### config.mk
export PLATFORM = sky130hd
export DESIGN_NAME = gpio_port_ctl
export DESIGN_NICKNAME = d
export VERILOG_FILES = /design/src/rtl/gpio_pkg.sv /design/src/rtl/gpio_sync.sv /design/src/rtl/gpio_regs.sv /design/src/rtl/gpio_pin_mux.sv /design/src/rtl/gpio_port_ctl.sv
export SDC_FILE = /design/constraint.sdc
export NUM_CORES = 1
export LEC_CHECK = 0
export ABC_AREA = 1
export BUFFER_PORTS_ARGS = -buffer_cell sky130_fd_sc_hd__buf_2
export CORE_ASPECT_RATIO = 0.9
export CORE_MARGIN = 3
export CORE_UTILIZATION = 51
export DETAILED_ROUTE_END_ITERATION = 10
export GPL_TIMING_DRIVEN = 0
export PLACE_DENSITY = 0.79
export RECOVER_POWER = 25
export SLEW_MARGIN = 20
export SYNTH_ARGS = -nofsm -noshare
export SYNTH_HDL_FRONTEND = slang
export SYNTH_SLANG_ARGS = --single-unit
### constraint.sdc
create_clock -name clk -period 1.1 [get_ports clk]
set_input_delay 0.055 -clock clk [delete_from_list [all_inputs] [get_ports clk]]
set_output_delay 0.055 -clock clk [all_outputs]
set_load 0.05 [all_outputs]
### src/rtl/gpio_pkg.sv
package gpio_pkg;
  typedef enum logic [1:0] {
    SEL_DIR  = 2'd0,
    SEL_MODE = 2'd1,
    SEL_DATA = 2'd2,
    SEL_PIN  = 2'd3
  } reg_sel_e;
endpackage

### src/rtl/gpio_sync.sv
module gpio_sync #(
  parameter int WIDTH  = 8,
  parameter int STAGES = 2
) (
  input  logic             clk,
  input  logic             rst_n,
  input  logic [WIDTH-1:0] async_in,
  output logic [WIDTH-1:0] sync_out
);
  logic [WIDTH-1:0] stage_q [STAGES];

  always_ff @(posedge clk or negedge rst_n) begin
    if (!rst_n) stage_q[0] <= '0;
    else        stage_q[0] <= async_in;
  end

  for (genvar s = 1; s < STAGES; s++) begin : g_stage
    always_ff @(posedge clk or negedge rst_n) begin
      if (!rst_n) stage_q[s] <= '0;
      else        stage_q[s] <= stage_q[s-1];
    end
  end

  assign sync_out = stage_q[STAGES-1];
endmodule

### src/rtl/gpio_regs.sv
module gpio_regs
  import gpio_pkg::*;
#(
  parameter int WIDTH = 8
) (
  input  logic             clk,
  input  logic             rst_n,
  input  logic [1:0]       bus_addr,
  input  logic             bus_wr,
  input  logic [WIDTH-1:0] bus_wdata,
  input  logic [WIDTH-1:0] pin_lvl,
  output logic [WIDTH-1:0] bus_rdata,
  output logic [WIDTH-1:0] dir_q,
  output logic [WIDTH-1:0] mode_q,
  output logic [WIDTH-1:0] data_q
);
  reg_sel_e sel;
  assign sel = reg_sel_e'(bus_addr);

  always_ff @(posedge clk or negedge rst_n) begin
    if (!rst_n) begin
      dir_q  <= '1;
      mode_q <= '0;
      data_q <= '1;
    end else if (bus_wr) begin
      case (sel)
        SEL_DIR:  dir_q  <= bus_wdata;
        SEL_MODE: mode_q <= bus_wdata;
        SEL_DATA: data_q <= bus_wdata;
        default:  ;
      endcase
    end
  end

  always_comb begin
    case (sel)
      SEL_DIR:  bus_rdata = dir_q;
      SEL_MODE: bus_rdata = mode_q;
      SEL_DATA: bus_rdata = data_q;
      default:  bus_rdata = pin_lvl;
    endcase
  end
endmodule

### src/rtl/gpio_pin_mux.sv
module gpio_pin_mux (
  input  logic dir_b,
  input  logic mode_b,
  input  logic data_b,
  input  logic per_out,
  input  logic per_oe,
  output logic drv,
  output logic en
);
  always_comb begin
    drv = 1'b0;
    en  = 1'b0;
    if (!mode_b) begin
      if (!dir_b) begin
        en  = 1'b1;
        drv = data_b;
      end else begin
        en  = ~data_b;
      end
    end else if (per_oe) begin
      if (!dir_b) begin
        en  = 1'b1;
        drv = per_out;
      end else begin
        en  = ~per_out;
      end
    end
  end
endmodule

### src/rtl/gpio_port_ctl.sv
module gpio_port_ctl #(
  parameter int WIDTH       = 8,
  parameter int SYNC_STAGES = 2
) (
  input  logic             clk,
  input  logic             rst_n,
  input  logic [1:0]       bus_addr,
  input  logic             bus_wr,
  input  logic [WIDTH-1:0] bus_wdata,
  output logic [WIDTH-1:0] bus_rdata,
  input  logic [WIDTH-1:0] pad_in,
  output logic [WIDTH-1:0] pad_out,
  output logic [WIDTH-1:0] pad_oe,
  input  logic [WIDTH-1:0] periph_out,
  input  logic [WIDTH-1:0] periph_oe
);
  logic [WIDTH-1:0] dir_q, mode_q, data_q, pin_lvl;

  gpio_sync #(.WIDTH(WIDTH), .STAGES(SYNC_STAGES)) u_sync (
    .clk(clk), .rst_n(rst_n), .async_in(pad_in), .sync_out(pin_lvl)
  );

  gpio_regs #(.WIDTH(WIDTH)) u_regs (
    .clk(clk), .rst_n(rst_n), .bus_addr(bus_addr), .bus_wr(bus_wr),
    .bus_wdata(bus_wdata), .pin_lvl(pin_lvl), .bus_rdata(bus_rdata),
    .dir_q(dir_q), .mode_q(mode_q), .data_q(data_q)
  );

  for (genvar i = 0; i < WIDTH; i++) begin : g_pin
    gpio_pin_mux u_mux (
      .dir_b(dir_q[i]), .mode_b(mode_q[i]), .data_b(data_q[i]),
      .per_out(periph_out[i]), .per_oe(periph_oe[i]),
      .drv(pad_out[i]), .en(pad_oe[i])
    );
  end
endmodule

==> results of run 1 <==
## layout make-up
cell class | instances | share of cell area, %
Timing Repair Buffer | 82 | 23.86
Sequential cell | 40 | 34.36
Multi-Input combinational cell | 156 | 30.03
Buffer | 15 | 4.242
Clock buffer | 7 | 2.898
Tap cell | 46 | 1.932
Clock inverter | 1 | 0.2520
Inverter | 18 | 2.436
## power groups by stage
stage | sequential (uW) | combinational, uW | clock, uW
finish | 1920 | 2240 | 992
global route | 1940 | 2370 | 1090
CTS | 1890 | 2040 | 1010
detailed placement | 1930 | 1640 | 0
global placement | 1930 | 1610 | 0
floorplan | 1870 | 1320 | 0
## placed cells by master (no fill, tap or decap), drive strengths merged
cell type	Yosys	final
a21oi	8	8
buf	23	87
clkbuf	0	8
clkinvlp	0	1
dfrtp	24	24
dfstp	16	16
dlygate4sd3	0	9
inv	18	18
nand2	65	65
nand3	34	34
nand4	8	8
nor2	9	9
nor3	8	8
o21ai	24	24
## logic make-up after synthesis
kind of cell / after synthesis / synth area share, %
buffers and inverters: 41 / 12.56
flip-flops: 40 / 49.51
AO/OA/AOI/OAI: 32 / 9.224
AND/OR/NAND/NOR: 124 / 28.70
## synth_stat cells
cell type  number
nand3_4         2
o21ai_1        16
buf_2           2
nand2_2         2
buf_4          16
nor2_1          8
a21oi_1         8
o21ai_2         8
nand2_4         1
inv_1          16
nor2_8          1
dfstp_2        16
nand2_1        62
buf_6           5
dfrtp_1        24
nand4_1         8
inv_4           2
nor3_1          8
nand3_1        32
## sequential cells by signal, summed over array words and instances (netlist names)
register         count
u_sync.sync_out      8
u_sync.stage_q       8
u_regs.data_q        8
u_regs.dir_q         8
u_regs.mode_q        8
## worst min-delay path by stage
stage | start | endpoint | cells after the start
floorplan | rst_n | u_regs.mode_q[0] | 0
global placement | pad_in[0] | u_sync.stage_q[8] | 1
detailed placement | pad_in[1] | u_sync.stage_q[9] | 1
CTS | bus_wdata[0] | u_regs.dir_q[0] | 3
global route | bus_wdata[3] | u_regs.dir_q[3] | 3
finish | bus_wdata[3] | u_regs.dir_q[3] | 3
## per-layer routing
metal,GRT usage (%),up-vias
met5,0,-
met4,11.29,0
met3,5.015,12
met2,34.71,93
met1,27.64,881
li1,-,936
## what timing repair did
action	CTS	global route
buffers inserted	7	8
resized for setup	67	34
endpoints found under the setup margin	24	24
pin swaps	40	25
hold buffers	9	0
hold endpoints to repair	32	0
gates cloned	0	0
## stage by stage
stage,util [%],TNS [ns]
after floorplan,-,0
after global placement,63.25,-0.5878
after detailed placement,63.25,-0.7118
after CTS,73.96,-5.344
after global routing,78.19,-8.937
final,78.19,-5.530
## critical path: stages (launching register included)
cell,delay [ns]
dfstp_2,0.56
nor2_2,0.05
nor3_2,0.18
buf_4,0.14
buf_8,0.13
==> results.cfg, run 1 <==
[critical_path]
r2r-end = u_regs.dir_q[5]
arrival_ns = 1.36
worstSetupPathType = register to output pin
cp.required_ns = 1.04
critPathCapture = pad_out[1]
startpoint_type = register
setup.worst_path.start = u_regs.data_q[1]
r2r-start = u_regs.dir_q[5]
critPathCaptureType = output pin
reg2reg_depth = 3
reg2reg_slack_ns = 0.22
crit_path_max_fanout = 3

[clock_tree]
cts_made_buffers = 5
clock_latency_ns = 0.29
cts.clk_slew.worst_paths_ns = 0.07
cts-root-buf = clkbuf_8
clkSinkCount = 40
h-tree-depth = 2
clock_path_buffers = 2
cts_tree = done

[detailed_routing]
final_antenna_net_count = 0
vias = 1922
route.detailed.drc = 0
drt-vias-per-instance = 5.266
wl_per_cell_um = 14.72
dr_wl_met3_um = 392
wl_met1_um = 2144
dr_wl_met2_um = 2716
wl_um = 5374
firstDrtPassIters = 4
drtIter0Drc = 158
top_layer = met4

[pwr]
ir_worst_vdd_mv = 1.028
power.net_switching_uw = 1960
power_frac_comb_pct = 43.5
p_per_area_nw_per_um2 = 1728
leakage_uw = 0.001415
p_int_uw = 3187
swShare_pct = 38.08
power.total_uw = 5147
seqPwrFrac_pct = 37.2
p_clk_share_pct = 19.3

[cells_and_area]
drive_gt1_share_pct = 50.47
nFillCells = 240
regArea_um2 = 1023
nets = 355
multi_input_area_um2 = 894.6
final_cells = 365
syn2layout_area_growth_pct = 44.48
post-route-cell-area_um2 = 2979
diodes = 0

[synth]
ys_seq_area_share_pct = 49.51
synth_nets = 274
synth_area_um2 = 2062
synth_top_cell_by_area = dfrtp_1
postSynthCellCount = 237
synth_cell_types = 19
synth.top_cell.area_share_pct = 29.13
synth_area_leaders = dfrtp_1 29%, dfstp_2 20%, nand2_1 11%, nand3_1 7.8%, buf_4 5.8%
synth_seq_cells = 40
yosysWarnings = 0
synth.avg_cell_area_um2 = 8.700

[placement]
place_area_um2 = 2410
pre_cts_ws_ns = -0.1436
gp_congestion = 0.8073
dp_hpwl_um = 3133
post-place-cells = 341
io_buffer_count = 58

[global_route]
grt_pass1_vias = 1718
antenna_found_initial = 0
grt_max_degree = 41
grtUsageTotal_pct = 21.87
gr-total-overflow = 0
grt_pass1_wl_um = 7845

[sta]
finalWorstPathRequiredPeriod_ns = 1.415
fin_crit_sh_pct = 128.7
fmax_mhz = 706.6
hold_viol_final = 0
finClkSkew_ns = 0.0005521
finalMaxSlewViolations = 0
max_slew.worst_pin.slew_ns = 0.9258
setup_viol = 24
relSlewSlack_pct = 38.28
rsz0062_at_grt = yes
worst_slack_ns = -0.3152
holdWs_ns = 0.01825

[hold_path]
hp-class = input port to register

[floorplanning]
start_util_pct = 54.12
fp-row-count = 21
die_area_um2 = 4843
die_h_um = 66.32
die_x_um = 73.03
core_area_um2 = 3810
ios = 61

[status]
violations = negative setup slack
status = finished, violations left

[flow_run]
max_cap_viol_count = 0
Power figures use the tool's default switching activity.
==> run 2: changes to the inputs <==
==> constraint.sdc (replaced) <==
create_clock -name clk -period 1.1 [get_ports clk]
set_input_delay 0.055 -clock clk [delete_from_list [all_inputs] [get_ports clk]]
set_output_delay 0.055 -clock clk [all_outputs]
set_load 0.005 [all_outputs]
==> run 2 against run 1 <==
Compared with the run above:
- the run still ends with negative setup slack left
- critical path depth unchanged
- maximum frequency increased by 7.6%
- core utilization decreased by 3.7 points
- worst hold slack got worse by 0.0062 ns
- combinational power decreased by 41%
- non-clock buffer count increased by 4
- critical path type unchanged
- largest cell class unchanged
==> results.cfg, run 2 (same netlist as run 1, synthesis figures left out) <==
[pwr]
p_per_area_nw_per_um2 = 1483
ir_worst_vdd_mv = 0.9266
leakage_uw = 0.001394

[critical_path]
crit_path_max_fanout = 3
cp_cell_sequence = nor2_2, nor3_2, buf_4, buf_6
arrival_ns = 1.26
startpoint_type = register
critPathCaptureType = output pin
worstSetupPathType = register to output pin
slowest_stage = dfstp_2
cp.buffers_inverters = 2
cp.required_ns = 1.04
crit_path_max_incr_delay_ns = 0.56
critPathTopFamily = flip-flops

[cells_and_area]
syn2layout_area_growth_pct = 37.56
nets = 359
diodes = 0
drive_gt1_share_pct = 47.06
regArea_um2 = 1021
layout_commonest_cell = nand2_1
nFillCells = 267
multi_input_area_um2 = 844.6
mostFrequentLayoutCells = 52 x nand2_1, 51 x buf_2, 29 x nand3_1

[sta]
fmax_mhz = 760.3
worst_slack_ns = -0.2152
max_slew.worst_pin.slew_ns = 0.8226
finalWorstPathRequiredPeriod_ns = 1.315
hold_viol_final = 0
rsz0062_at_grt = yes
finClkSkew_ns = 0.0002569
fin_crit_sh_pct = 119.6
finalSetupTns_ns = -3.420
finalMaxSlewViolations = 0
relSlewSlack_pct = 45.16
setup_viol = 24

[detailed_routing]
wl_per_cell_um = 13.36
drt-vias-per-instance = 5.141
route.detailed.drc = 0
firstDrtPassIters = 4
wl_um = 4930
vias = 1897
drtIter0Drc = 136
final_antenna_net_count = 0

[global_route]
use_met2_pct = 33.48
gr-total-overflow = 0
use_met1_pct = 27.34
top_usage_layer = met2
antenna_found_initial = 0
grt_util_met3_pct = 5.471
grt_max_degree = 41
grt_pass1_wl_um = 7845
grtUsageTotal_pct = 21.55
grt_pass1_vias = 1753

[clock_tree]
cts.clk_slew.worst_paths_ns = 0.07
clock_path_buffers = 2
cts-root-buf = clkbuf_8
cts_tree = done
clkSinkCount = 40
h-tree-depth = 2
clock_latency_ns = 0.29
cts_made_buffers = 5

[hold_path]
hp-class = input port to register

[floorplanning]
die_area_um2 = 4843
start_util_pct = 54.12
die_h_um = 66.32
fp-row-count = 21
ios = 61
core_area_um2 = 3810
die_x_um = 73.03

[status]
violations = negative setup slack
status = finished, violations left

[placement]
pre_cts_ws_ns = 0.006562
gp_congestion = 0.8073
dp_hpwl_um = 3133
io_buffer_count = 58

[flow_run]
max_cap_viol_count = 0
==> run 2: metal layers <==
metal  vias to the layer above  share of wire (%)
met1                       872                 42
met2                        70                 49
met5                         -                  0
met3                        14                6.2
met4                         0                2.8
li1                        941                  -
==> run 2: power breakdown <==
group | switching (uW) | internal [uW]
logic | 588 | 739
registers | 179 | 1720
clock network | 476 | 509
total | 1240 | 2960
==> run 2: layout make-up <==
| cell class | instances | share of cell area [%] |
|---|---|---|
| Buffer | 8 | 2.603 |
| Clock buffer | 7 | 3.044 |
| Clock inverter | 1 | 0.2647 |
| Inverter | 18 | 2.558 |
| Multi-Input combinational cell | 156 | 29.78 |
| Sequential cell | 40 | 35.99 |
| Tap cell | 46 | 2.029 |
| Timing Repair Buffer | 93 | 23.73 |
==> run 2: repair_timing <==
item                       in CTS  in global routing
gates resized for setup        27                 14
buffers inserted               19                  7
hold endpoints to repair       32                  0
pin swaps                      39                 17
setup endpoints to repair      24                 24
cloned                          0                  0
hold buffers                    9                  0
==> run 2: through the flow <==
| stage | power [uW] | instances | utilization (%) | instance area (um2) | hold slack [ns] |
|---|---|---|---|---|---|
| after floorplan | 2555 | 237 | - | 2062 | -0.2406 |
| after detailed placement | 2944 | 341 | 63.25 | 2410 | 0.1643 |
| final | 4206 | 369 | 74.45 | 2836 | 0.01204 |
| after CTS | 4111 | 362 | 72.02 | 2744 | 0.01212 |
| after global routing | 4478 | 369 | 74.45 | 2836 | 0.01433 |
| after global placement | 2916 | 341 | 63.25 | 2410 | 0.1624 |
==> run 2: final timing paths <==
check	slack, ns	startpoint	depth (start not counted)	end
worst max-delay path	-0.22	u_regs.data_q[4]	4	pad_out[4]
worst min-delay path	0.01	bus_wdata[7]	3	u_regs.dir_q[7]
worst max register to register	0.07	u_regs.data_q[3]	5	u_regs.data_q[3]
worst min register to register	0.35	u_sync.stage_q[9]	0	u_sync.sync_out[1]
max in group asynchronous	0.20	rst_n	2	u_regs.mode_q[3]
min in group asynchronous	0.39	rst_n	2	u_sync.stage_q[14]
==> run 2: tightest hold or removal path, cell delays in order <==
cell and delay (ns):
buf_2 0.09, inv_1 0.09, o21ai_2 0.07
==> run 3: changes to the inputs <==
--- a/config.mk
+++ b/config.mk
@@ -6,14 +6,14 @@
 export NUM_CORES = 1
 export LEC_CHECK = 0
 export ABC_AREA = 1
-export BUFFER_PORTS_ARGS = -buffer_cell sky130_fd_sc_hd__buf_2
+export BUFFER_PORTS_ARGS = -buffer_cell sky130_fd_sc_hd__buf_4
 export CORE_ASPECT_RATIO = 0.9
 export CORE_MARGIN = 3
 export CORE_UTILIZATION = 51
 export DETAILED_ROUTE_END_ITERATION = 10
 export GPL_TIMING_DRIVEN = 0
 export PLACE_DENSITY = 0.79
-export RECOVER_POWER = 25
+export RECOVER_POWER = 100
 export SLEW_MARGIN = 20
 export SYNTH_ARGS = -nofsm -noshare
 export SYNTH_HDL_FRONTEND = slang
==> run 3 against run 2 <==
Compared with the run above:
- the run still ends with negative setup slack left
- sequential power hardly changed
- combinational power is 6% higher
- highest routed layer unchanged
- largest power group unchanged
- flip-flop and latch count stayed put
- power is 6.8% higher
- sequential share of layout area is 1.8 points lower
- register-to-register slack hardly changed
- critical endpoint is now pad_out[5]
- maximum frequency hardly changed
- global-route usage is 1.5 points higher
- worst setup slack hardly changed
==> results.cfg, run 3 (same netlist as run 1, synthesis figures left out) <==
[pwr]
ir_worst_vdd_mv = 1.177
power.total_uw = 4491
p_per_area_nw_per_um2 = 1506
leakage_uw = 0.001435

[global_route]
antenna_found_initial = 0
grt_pass1_vias = 1809
gr-total-overflow = 0
grt_max_degree = 41
grt_pass1_wl_um = 8369
grtUsageTotal_pct = 23.09

[critical_path]
cp.required_ns = 1.04
reg2reg_slack_ns = 0.06
reg2reg_depth = 5
crit_path_max_fanout = 4
critPathCaptureType = output pin
r2r-end = u_regs.mode_q[6]
crit_path_max_incr_delay_ns = 0.44
r2r-start = u_regs.mode_q[6]
slowest_stage = dfrtp_1
arrival_ns = 1.26
critPathTopFamily = flip-flops
worstSetupPathType = register to output pin
cp_cell_sequence = inv_1, a21oi_1, nor3_2, buf_4
startpoint_type = register
cp.buffers_inverters = 2

[clock_tree]
cts.clk_slew.worst_paths_ns = 0.07
clock_path_buffers = 2
cts-root-buf = clkbuf_8
h-tree-depth = 2
cts_made_buffers = 5
cts_tree = done
clock_latency_ns = 0.29
clkSinkCount = 40

[detailed_routing]
wl_per_cell_um = 15.14
final_antenna_net_count = 0
drt-vias-per-instance = 5.383
firstDrtPassIters = 5
route.detailed.drc = 0
drtIter0Drc = 171
wl_um = 5572
vias = 1981

[floorplanning]
die_area_um2 = 4843
die_h_um = 66.32
ios = 61
core_area_um2 = 3810
fp-row-count = 21
die_x_um = 73.03
start_util_pct = 54.12

[hold_path]
hp-class = input port to register
worstHoldPathCells = 3
min_from = bus_wdata[7]
min_to = u_regs.dir_q[7]

[sta]
hold_viol_final = 0
finalWorstPathRequiredPeriod_ns = 1.315
setup_viol = 24
finClkSkew_ns = 0.001982
finalMaxSlewViolations = 0
holdWs_ns = 0.02159
relSlewSlack_pct = 37.59
max_slew.worst_pin.slew_ns = 0.9361
fin_crit_sh_pct = 119.5
worst_slack_ns = -0.2148
rsz0062_at_grt = yes
fmax_mhz = 760.6

[placement]
pre_cts_ws_ns = 0.07109
dp_hpwl_um = 3204
post-place-cells = 341
gp_congestion = 0.8013
io_buffer_count = 58

[cells_and_area]
syn2layout_area_growth_pct = 44.66
layout_commonest_cell = nand2_1
mostFrequentLayoutCells = 54 x nand2_1, 53 x buf_4, 25 x buf_6
drive_gt1_share_pct = 47.52
diodes = 0
final_util_pct = 78.29
nFillCells = 260
final_cells = 368
nets = 358

[status]
violations = negative setup slack
status = finished, violations left

[flow_run]
max_cap_viol_count = 0
## run 3: cell count changes in the layout (fill, tap and decap cells not counted), moves of 2 or more
cell      previous run  this run
nand2_1             52        54
buf_2               51         2
clkbuf_4             0        10
nand3_1             29        24
nand3_2              3         8
nand2_2             12        10
buf_4               16        53
## run 3: worst max path at each step
| stage | endpoint | slack (ns) | cells after the start | start |
|---|---|---|---|---|
| after floorplan | pad_out[0] | 0.20 | 3 | u_regs.data_q[0] |
| after global placement | pad_out[5] | 0.07 | 4 | u_regs.data_q[5] |
| after detailed placement | pad_out[6] | 0.07 | 4 | u_regs.data_q[6] |
| after CTS | bus_rdata[7] | -0.18 | 4 | u_regs.dir_q[7] |
| after global routing | pad_out[5] | -0.28 | 4 | u_regs.mode_q[5] |
| final | pad_out[5] | -0.21 | 4 | u_regs.mode_q[5] |
## run 3: area by class of cell
cell class / instances / area, um2 / share of cell area (%)
well taps: 46 / 57.56 / 1.930
repair buffers: 93 / 793.3 / 26.59
clock inverters: 2 / 35.03 / 1.174
inverters: 18 / 72.57 / 2.433
plain buffers: 7 / 66.31 / 2.223
multi-input cells: 156 / 864.6 / 28.98
flip-flops and latches: 40 / 1021 / 34.23
clock buffers: 6 / 72.57 / 2.433
## run 3: through the flow
stage | instance area, um2 | setup TNS (ns)
finish | 2983 | -3.722
global route | 2983 | -6.974
CTS | 2849 | -3.388
detailed placement | 2555 | 0
global placement | 2555 | 0
floorplan | 2062 | 0
## run 3: per-layer routing
layer | routed length (um) | track usage, % | share of wire, % | vias up
li1 | - | - | - | 939
met2 | 2838 | 39.51 | 51 | 89
met1 | 2173 | 28.14 | 39 | 936
met5 | 0 | 0 | 0 | -
met3 | 410 | 5.319 | 7.4 | 17
met4 | 150 | 8.525 | 2.7 | 0
## run 3: power by group
group | internal [uW] | switching (uW) | leakage [uW]
Clock | 673 | 491 | 0.0000552
Combinational | 814 | 601 | 0.000927
Sequential | 1710 | 200 | 0.000454
## run 3: timing repair
item                                   in CTS  in global routing
gates cloned                                0                  0
hold buffers                                9                  0
gates resized for setup                    20                 26
setup endpoints to repair                  24                 24
endpoints found under the hold margin      32                  0
pin swaps                                  38                 18
buffers inserted                           19                  7
## run 3: worst reg2reg max path: stages, from the launching register on
cell	delay, ns
dfrtp_1	0.43
clkbuf_4	0.16
buf_4	0.12
buf_4	0.12
nand2_1	0.05
o21ai_1	0.05
